==> src/rtl/klc_pkg.sv <==
package klc_pkg;

  // Strobes from the sequencing control to the counting datapath.
  typedef struct packed {
    logic clrCounters;
    logic startGrace;
    logic stopGrace;
    logic zeroStart;
    logic zeroAll;
  } ctlStrobe_t;

  // Status returned by the datapath.
  typedef struct packed {
    logic limitHit;
    logic graceExpire;
    logic zeroBusy;
    logic zeroDone;
  } dpStatus_t;

endpackage

==> src/rtl/klc_zeroizer.sv <==
module klc_zeroizer #(
  parameter int NUM_SLOTS   = 16,
  parameter int ZERO_CYCLES = 8,
  localparam int SLOT_W = $clog2(NUM_SLOTS),
  localparam int ZERO_W = $clog2(ZERO_CYCLES)
) (
  input  logic                 clk,
  input  logic                 rstN,
  input  logic                 start,
  input  logic                 wipeAll,
  input  logic [SLOT_W-1:0]    slot,
  output logic                 busy,
  output logic [NUM_SLOTS-1:0] mask,
  output logic                 done
);

  logic [NUM_SLOTS-1:0] maskNext;
  logic [ZERO_W-1:0]    cnt;

  for (genvar i = 0; i < NUM_SLOTS; i++) begin : g_mask
    assign maskNext[i] = wipeAll || (slot == SLOT_W'(i));
  end

  // The duration is fixed and does not depend on what is stored.
  always_ff @(posedge clk) begin
    if (!rstN) begin
      busy <= 1'b0;
      mask <= '0;
      cnt  <= '0;
      done <= 1'b0;
    end else begin
      done <= 1'b0;
      if (start) begin
        busy <= 1'b1;
        mask <= maskNext;
        cnt  <= ZERO_W'(ZERO_CYCLES - 1);
      end else if (busy) begin
        if (cnt == '0) begin
          busy <= 1'b0;
          mask <= '0;
          done <= 1'b1;
        end else begin
          cnt <= cnt - 1'b1;
        end
      end
    end
  end


  wipe_start_chk: assert property (@(posedge clk) disable iff (!rstN)
    start |=> busy && (mask != '0));


  wipe_done_chk: assert property (@(posedge clk) disable iff (!rstN)
    done |-> !busy && $past(busy));

endmodule

==> src/rtl/klc_datapath.sv <==
module klc_datapath import klc_pkg::*; #(
  parameter int NUM_SLOTS       = 16,
  parameter int PKT_W           = 16,
  parameter int AGE_LIMIT       = 600,
  parameter int GRACE_TICKS     = 30,
  parameter int BYTE_LIMIT_LOG2 = 30,
  parameter int ZERO_CYCLES     = 8,
  localparam int SLOT_W  = $clog2(NUM_SLOTS),
  localparam int BYTE_W  = 64,
  localparam int AGE_W   = $clog2(AGE_LIMIT + 1),
  localparam int GRACE_W = $clog2(GRACE_TICKS)
) (
  input  logic                 clk,
  input  logic                 rstN,
  input  logic                 secTick,
  input  logic                 pktValid,
  input  logic [PKT_W-1:0]     pktBytes,
  input  ctlStrobe_t           strobe,
  input  logic [SLOT_W-1:0]    zeroSlot,
  output dpStatus_t            stat,
  output logic [NUM_SLOTS-1:0] zeroMask
);

  localparam logic [BYTE_W-1:0] BYTE_LIMIT = BYTE_W'(1) << BYTE_LIMIT_LOG2;

  logic [AGE_W-1:0]   ageCnt;
  logic [BYTE_W-1:0]  byteCnt;
  logic [BYTE_W:0]    byteSum;
  logic [GRACE_W-1:0] graceCnt;
  logic               graceRun;
  logic               zBusy;
  logic               zDone;

  assign byteSum = {1'b0, byteCnt} + {{(BYTE_W + 1 - PKT_W){1'b0}}, pktBytes};

  // Key age in ticks, held at the limit.
  always_ff @(posedge clk) begin
    if (!rstN || strobe.clrCounters) begin
      ageCnt <= '0;
    end else if (secTick && (ageCnt != AGE_W'(AGE_LIMIT))) begin
      ageCnt <= ageCnt + 1'b1;
    end
  end

  // Traffic volume, saturating at all ones.
  always_ff @(posedge clk) begin
    if (!rstN || strobe.clrCounters) begin
      byteCnt <= '0;
    end else if (pktValid) begin
      byteCnt <= byteSum[BYTE_W] ? '1 : byteSum[BYTE_W-1:0];
    end
  end

  // Grace window counter for the retiring slot.
  always_ff @(posedge clk) begin
    if (!rstN || strobe.stopGrace) begin
      graceRun <= 1'b0;
      graceCnt <= '0;
    end else if (strobe.startGrace) begin
      graceRun <= 1'b1;
      graceCnt <= '0;
    end else if (stat.graceExpire) begin
      graceRun <= 1'b0;
      graceCnt <= '0;
    end else if (graceRun && secTick) begin
      graceCnt <= graceCnt + 1'b1;
    end
  end

  klc_zeroizer #(
    .NUM_SLOTS   (NUM_SLOTS),
    .ZERO_CYCLES (ZERO_CYCLES)
  ) u_zeroizer (
    .clk     (clk),
    .rstN    (rstN),
    .start   (strobe.zeroStart),
    .wipeAll (strobe.zeroAll),
    .slot    (zeroSlot),
    .busy    (zBusy),
    .mask    (zeroMask),
    .done    (zDone)
  );

  always_comb begin
    stat.limitHit    = (ageCnt == AGE_W'(AGE_LIMIT)) || (byteCnt >= BYTE_LIMIT);
    stat.graceExpire = graceRun && secTick && (graceCnt == GRACE_W'(GRACE_TICKS - 1));
    stat.zeroBusy    = zBusy;
    stat.zeroDone    = zDone;
  end


  counters_clear_chk: assert property (@(posedge clk) disable iff (!rstN)
    strobe.clrCounters |=> !stat.limitHit);


  byte_monotonic_chk: assert property (@(posedge clk) disable iff (!rstN)
    !strobe.clrCounters |=> byteCnt >= $past(byteCnt));

endmodule

==> src/rtl/klc_control.sv <==
module klc_control import klc_pkg::*; #(
  parameter int NUM_SLOTS = 16,
  localparam int SLOT_W = $clog2(NUM_SLOTS)
) (
  input  logic                 clk,
  input  logic                 rstN,
  input  logic                 newKeyReady,
  input  logic [SLOT_W-1:0]    newKeySlot,
  input  logic                 tamperAlarm,
  input  logic                 corruptAlarm,
  input  logic [SLOT_W-1:0]    corruptSlot,
  input  dpStatus_t            stat,
  input  logic [NUM_SLOTS-1:0] zeroMask,
  output ctlStrobe_t           strobe,
  output logic [SLOT_W-1:0]    zeroSlot,
  output logic                 rotateReq,
  output logic [SLOT_W-1:0]    activeSlot,
  output logic                 activeValid,
  output logic [SLOT_W-1:0]    retireSlot,
  output logic                 retireValid,
  output logic                 rederiveReq,
  output logic [SLOT_W-1:0]    rederiveSlot
);

  logic slotClash;
  logic rotateAccept;
  logic recoverAccept;
  logic acceptGo;
  logic corruptActive;
  logic corruptRetire;

  // A limit hit during a transition stays pending.
  assign rotateReq     = activeValid && !retireValid && stat.limitHit;
  assign slotClash     = retireValid && (newKeySlot == retireSlot);
  // Offers with no request or into the active slot are dropped.
  assign rotateAccept  = newKeyReady && rotateReq && (newKeySlot != activeSlot);
  assign recoverAccept = newKeyReady && !activeValid && !stat.zeroBusy && !slotClash;
  assign acceptGo      = !tamperAlarm && !corruptAlarm && (rotateAccept || recoverAccept);
  assign corruptActive = corruptAlarm && activeValid && (corruptSlot == activeSlot);
  assign corruptRetire = corruptAlarm && retireValid && (corruptSlot == retireSlot)
                         && !stat.zeroBusy;

  always_comb begin
    strobe   = '0;
    zeroSlot = retireSlot;
    if (tamperAlarm) begin
      strobe.zeroStart = 1'b1;
      strobe.zeroAll   = 1'b1;
      strobe.stopGrace = 1'b1;
    end else begin
      if (corruptRetire) begin
        strobe.zeroStart = 1'b1;
        strobe.stopGrace = 1'b1;
      end else if (stat.graceExpire) begin
        strobe.zeroStart = 1'b1;
      end
      strobe.clrCounters = acceptGo;
      strobe.startGrace  = acceptGo && rotateAccept;
    end
  end

  always_ff @(posedge clk) begin
    if (!rstN) begin
      activeSlot   <= '0;
      activeValid  <= 1'b1;
      retireSlot   <= '0;
      retireValid  <= 1'b0;
      rederiveReq  <= 1'b0;
      rederiveSlot <= '0;
    end else begin
      rederiveReq <= 1'b0;
      if (stat.zeroDone) begin
        retireValid <= 1'b0;
      end
      if (tamperAlarm) begin
        activeValid <= 1'b0;
        retireValid <= 1'b0;
      end else if (corruptActive) begin
        activeValid  <= 1'b0;
        rederiveReq  <= 1'b1;
        rederiveSlot <= corruptSlot;
      end else if (acceptGo) begin
        activeSlot  <= newKeySlot;
        activeValid <= 1'b1;
        if (rotateAccept) begin
          retireSlot  <= activeSlot;
          retireValid <= 1'b1;
        end
      end
    end
  end


  tamper_wipe_chk: assert property (@(posedge clk) disable iff (!rstN)
    tamperAlarm |=> !activeValid && !retireValid && (zeroMask == '1));


  handover_chk: assert property (@(posedge clk) disable iff (!rstN)
    (rotateAccept && !tamperAlarm && !corruptAlarm)
      |=> retireValid && (retireSlot == $past(activeSlot)));


  release_after_wipe_chk: assert property (@(posedge clk) disable iff (!rstN)
    ($fell(retireValid) && !$past(tamperAlarm)) |-> $past(stat.zeroDone));


  rederive_chk: assert property (@(posedge clk) disable iff (!rstN)
    rederiveReq |-> !activeValid);

endmodule

==> src/rtl/key_lifetime_ctrl.sv <==
module key_lifetime_ctrl import klc_pkg::*; #(
  parameter int NUM_SLOTS       = 16,
  parameter int PKT_W           = 16,
  parameter int AGE_LIMIT       = 600,
  parameter int GRACE_TICKS     = 30,
  parameter int BYTE_LIMIT_LOG2 = 30,
  parameter int ZERO_CYCLES     = 8,
  localparam int SLOT_W = $clog2(NUM_SLOTS)
) (
  input  logic                 clk,
  input  logic                 rstN,
  input  logic                 secTick,
  input  logic                 pktValid,
  input  logic [PKT_W-1:0]     pktBytes,
  input  logic                 newKeyReady,
  input  logic [SLOT_W-1:0]    newKeySlot,
  input  logic                 tamperAlarm,
  input  logic                 corruptAlarm,
  input  logic [SLOT_W-1:0]    corruptSlot,
  output logic                 rotateReq,
  output logic                 needKey,
  output logic [SLOT_W-1:0]    activeSlot,
  output logic                 activeValid,
  output logic [SLOT_W-1:0]    retireSlot,
  output logic                 retireValid,
  output logic                 zeroBusy,
  output logic [NUM_SLOTS-1:0] zeroMask,
  output logic                 zeroDone,
  output logic                 rederiveReq,
  output logic [SLOT_W-1:0]    rederiveSlot
);

  ctlStrobe_t        strobe;
  dpStatus_t         stat;
  logic [SLOT_W-1:0] zeroSlot;

  klc_control #(.NUM_SLOTS(NUM_SLOTS)) u_control (
    .clk          (clk),
    .rstN         (rstN),
    .newKeyReady  (newKeyReady),
    .newKeySlot   (newKeySlot),
    .tamperAlarm  (tamperAlarm),
    .corruptAlarm (corruptAlarm),
    .corruptSlot  (corruptSlot),
    .stat         (stat),
    .zeroMask     (zeroMask),
    .strobe       (strobe),
    .zeroSlot     (zeroSlot),
    .rotateReq    (rotateReq),
    .activeSlot   (activeSlot),
    .activeValid  (activeValid),
    .retireSlot   (retireSlot),
    .retireValid  (retireValid),
    .rederiveReq  (rederiveReq),
    .rederiveSlot (rederiveSlot)
  );

  klc_datapath #(
    .NUM_SLOTS       (NUM_SLOTS),
    .PKT_W           (PKT_W),
    .AGE_LIMIT       (AGE_LIMIT),
    .GRACE_TICKS     (GRACE_TICKS),
    .BYTE_LIMIT_LOG2 (BYTE_LIMIT_LOG2),
    .ZERO_CYCLES     (ZERO_CYCLES)
  ) u_datapath (
    .clk      (clk),
    .rstN     (rstN),
    .secTick  (secTick),
    .pktValid (pktValid),
    .pktBytes (pktBytes),
    .strobe   (strobe),
    .zeroSlot (zeroSlot),
    .stat     (stat),
    .zeroMask (zeroMask)
  );

  assign needKey  = !activeValid;
  assign zeroBusy = stat.zeroBusy;
  assign zeroDone = stat.zeroDone;

endmodule

==> config.mk <==
export PLATFORM = sky130hd
export DESIGN_NAME = key_lifetime_ctrl
export DESIGN_NICKNAME = d
export VERILOG_FILES = /design/src/rtl/klc_pkg.sv /design/src/rtl/klc_zeroizer.sv /design/src/rtl/klc_datapath.sv /design/src/rtl/klc_control.sv /design/src/rtl/key_lifetime_ctrl.sv
export SDC_FILE = /design/constraint.sdc
export NUM_CORES = 1
export LEC_CHECK = 0
export CAP_MARGIN = 10
export CORE_MARGIN = 10
export CORE_UTILIZATION = 52
export DETAILED_ROUTE_END_ITERATION = 7
export GPL_TIMING_DRIVEN = 1
export PLACE_DENSITY = 0.83
export SYNTH_ARGS = -nofsm -noshare
export SYNTH_HDL_FRONTEND = slang
export SYNTH_SLANG_ARGS = --single-unit
==> constraint.sdc <==
create_clock -name clk -period 3.1 [get_ports clk]
set_input_delay 0.775 -clock clk [delete_from_list [all_inputs] [get_ports clk]]
set_output_delay 0.775 -clock clk [all_outputs]
set_load 0.05 [all_outputs]
==> flow_metrics.tcl <==
set metrics [dict create \
    clk_latency_ps 420 \
    numPortBuffers 65 \
    drcViolationCount 0 \
    first_pass_iters 6 \
    grt_overflow_total 0 \
    grt_pass1_wl_um 29000 \
    nFillCells 924 \
    yosysWarnings 0 \
    layout_commonest_cell "nor2_1" \
    max-cap-violations 0 \
    antenna_cells 0 \
    wire_per_inst_um 16.4 \
    cts_root_buf "clkbuf_16" \
    cts_tree "done" \
    gp_congestion 0.950 \
    synth-main-ff-cell "dfxtp_1" \
    peakVddDrop_mv 0.363 \
    vias 6309 \
    stdcell_area_um2 8400 \
    clockBufferDepth 2 \
    dp.cells 1058 \
    area_growth_pct 30.9 \
    p_per_area_nw_per_um2 516 \
    async_flop_share_pct 0 \
    netlist_instances 787 \
    crit_path_end_kind "register" \
    syn_avg_cell_area_um2 8.15 \
    vias_per_cell 5.77 \
    pre_cts_ws_ps -424 \
    skew_ps 9.54 \
    antenna_found_initial 0 \
    critPathMaxStageDelay_ps 470 \
    antenna_left 0 \
    fin_ws_ps -14.5 \
    criticalPathCategory "in -> reg" \
    num-nets-final 967 \
    status "finished, violations left" \
    post_dp_cell_area_um2 7690 \
    io_pins 66 \
    p_leak_nw 3.27 \
    fin_util_pct 69.6 \
    hold_viol_final 0 \
    setup_viol 1 \
    grt_max_degree 48 \
    ys_ff_latch 116 \
    wirelength_um 17900 \
    numCtsBuffers 17 \
    intPower_mw 3.16 \
    critPathMaxFanout 13 \
    drive_gt1_share_pct 14.1 \
    slowest_stage "clkdlybuf4s50_1" \
    clk_pin_slew_worst_paths_ps 60 \
    synth-edff-count 0 \
    crit_required_ps 3440 \
    crit_chain "clkdlybuf4s50_1 > ha_2 > inv_2 > fa_2 > nand2b_4 > a21oi_4 > buf_6 > o211ai_1 > a311oi_4 > buf_4 > nand2_4 > buf_6 > a21oi_1" \
    cp_common_cell "buf_6" \
    worst_slew_pin_slew_ps 677 \
    dieArea_um2 17200 \
    die-width_um 131 \
    critPathLaunchType "primary input" \
    layout.cells.non_filler 1094 \
    cts_max_level 4 \
    fp-row-count 40 \
    holdCritPathClass "reg -> reg" \
    core-area_um2 12100 \
    p_clk_share_pct 47.2 \
    period_share_pct 100 \
    report.final.slew_viol_count 0 \
    drt_iter0_markers 457 \
    cts_hold_buffers 0 \
    synth_cell_types 59 \
    seq_area_frac_synth_pct 36.2 \
    syn_area_um2 6410 \
    p_sw_share_pct 27.2 \
    start_util_pct 53.2 \
    power.share.combinational_pct 16.5 \
    whs_path_depth 2 \
    clkSinkCount 116 \
    ff2ff_path_depth 12 \
    synth_nets 841 \
    power.switching_mw 1.18 \
    fmax_ghz 0.321 \
    die_y_um 131 \
    grt_usage_pct 20.9 \
    maxSlewHeadroom_pct 54.5 \
    crit_arrival_ps 3460 \
    violations "setup timing" \
    mostFrequentLayoutCells "nor2_1 (117), dfxtp_1 (116), buf_4 (72)" \
    dp_hpwl_um 12200 \
    p_seq_share_pct 36.3 \
    period_needed_ps 3110 \
    grt_pass1_vias 6071 \
]
[per-layer routing]
layer,wire (µm),track usage [%],vias to the layer above
met4,311,7.39,0
li1,-,-,3116
met1,7550,24.6,2925
met3,1530,8.37,31
met2,8530,33.8,237
met5,0,0,-
[what timing repair did]
item / CTS / global route
gates resized for setup: 0 / 14
endpoints found under the hold margin: 0 / 0
setup buffers: 0 / 4
pin swaps: 1 / 9
endpoints found under the setup margin: 10 / 47
[worst max-delay path: cells and delay by family]
| family | cells | cell delay [ps] |
|---|---|---|
| compound gates | 4 | 870 |
| buf+inv | 5 | 1000 |
| simple gates | 2 | 240 |
| fa+ha+maj | 2 | 560 |
[kinds of logic after synthesis]
family | Yosys count | share of synthesized area [%]
and+or+nand+nor | 344 | 27.2
AOI/OAI and AO/OA | 163 | 16.3
DFF | 116 | 36.2
xor gates and xnor gates | 65 | 8.88
buffers and inverters | 58 | 3.96
adders and majority gates | 23 | 4.60
muxes | 18 | 2.81
[cells in the mapped netlist (8+ instances only)]
master	number	area share, %
inv_1	24	1.4
and2_1	10	0.98
nor3_1	26	2.0
buf_2	14	1.1
clkbuf_1	16	0.94
xnor2_1	27	3.7
a211oi_1	15	1.8
nand2_1	52	3.0
o21ai_0	14	1.1
nand3_1	25	2.0
dfxtp_1	116	36
nor4_1	16	1.6
and3_1	24	2.3
a311oi_1	9	1.2
and4_1	8	1.1
a21oi_1	63	4.9
a31oi_1	29	2.8
ha_1	22	4.3
nor2_1	117	6.8
nand4_1	29	2.8
xor2_1	38	5.2
nor2b_1	8	0.78
mux2i_1	18	2.8
[through the flow]
stage | setup TNS, ps | hold WS [ps] | power [mW]
after CTS | 0 | 487 | 4.33
after detailed placement | -18110 | 473 | 2.28
after global placement | -13120 | 465 | 2.27
after floorplan | 0 | 448 | 2.01
final | -14.5 | 487 | 4.33
after global routing | -472 | 508 | 4.49
[path summary, 6_finish.rpt]
path,start,to,slack (ps)
setup / recovery,pktBytes[0],u_datapath.byteCnt[37],-10
hold / removal,u_datapath.byteCnt[9],u_datapath.byteCnt[9],490
setup reg to reg,u_datapath.byteCnt[0],u_datapath.byteCnt[37],490
hold reg to reg,u_datapath.byteCnt[9],u_datapath.byteCnt[9],490
[flip-flops by register name, summed over array words and instances, names as in the netlist]
name,count
u_datapath.byteCnt,64
u_control.retireValid,1
u_control.activeValid,1
u_datapath.u_zeroizer.done,1
u_control.rederiveReq,1
u_control.activeSlot,4
u_datapath.u_zeroizer.busy,1
u_datapath.u_zeroizer.cnt,3
u_datapath.graceCnt,5
u_control.rederiveSlot,4
u_datapath.ageCnt,10
u_control.retireSlot,4
u_datapath.u_zeroizer.mask,16
u_datapath.graceRun,1
[cell type report]
cell class / instances / area (µm²) / share of cell area (%)
multi-input combinational: 613 / 3910 / 46.6
sequential: 116 / 2320 / 27.7
timing repair buffer: 140 / 1240 / 14.8
clock buffer: 18 / 439 / 5.23
tap: 168 / 210 / 2.50
clock inverter: 14 / 178 / 2.12
inverter: 25 / 93.8 / 1.12
[power by group through the flow]
stage	sequential [mW]	combinational, mW	clock [mW]
3_3_place_gp	1.60	0.668	0
5_1_grt	1.58	0.781	2.13
4_1_cts	1.57	0.692	2.06
3_5_place_dp	1.60	0.679	0
2_1_floorplan	1.65	0.358	0
6_report	1.57	0.714	2.05
No activity file was read; power rests on OpenSTA's default activity.
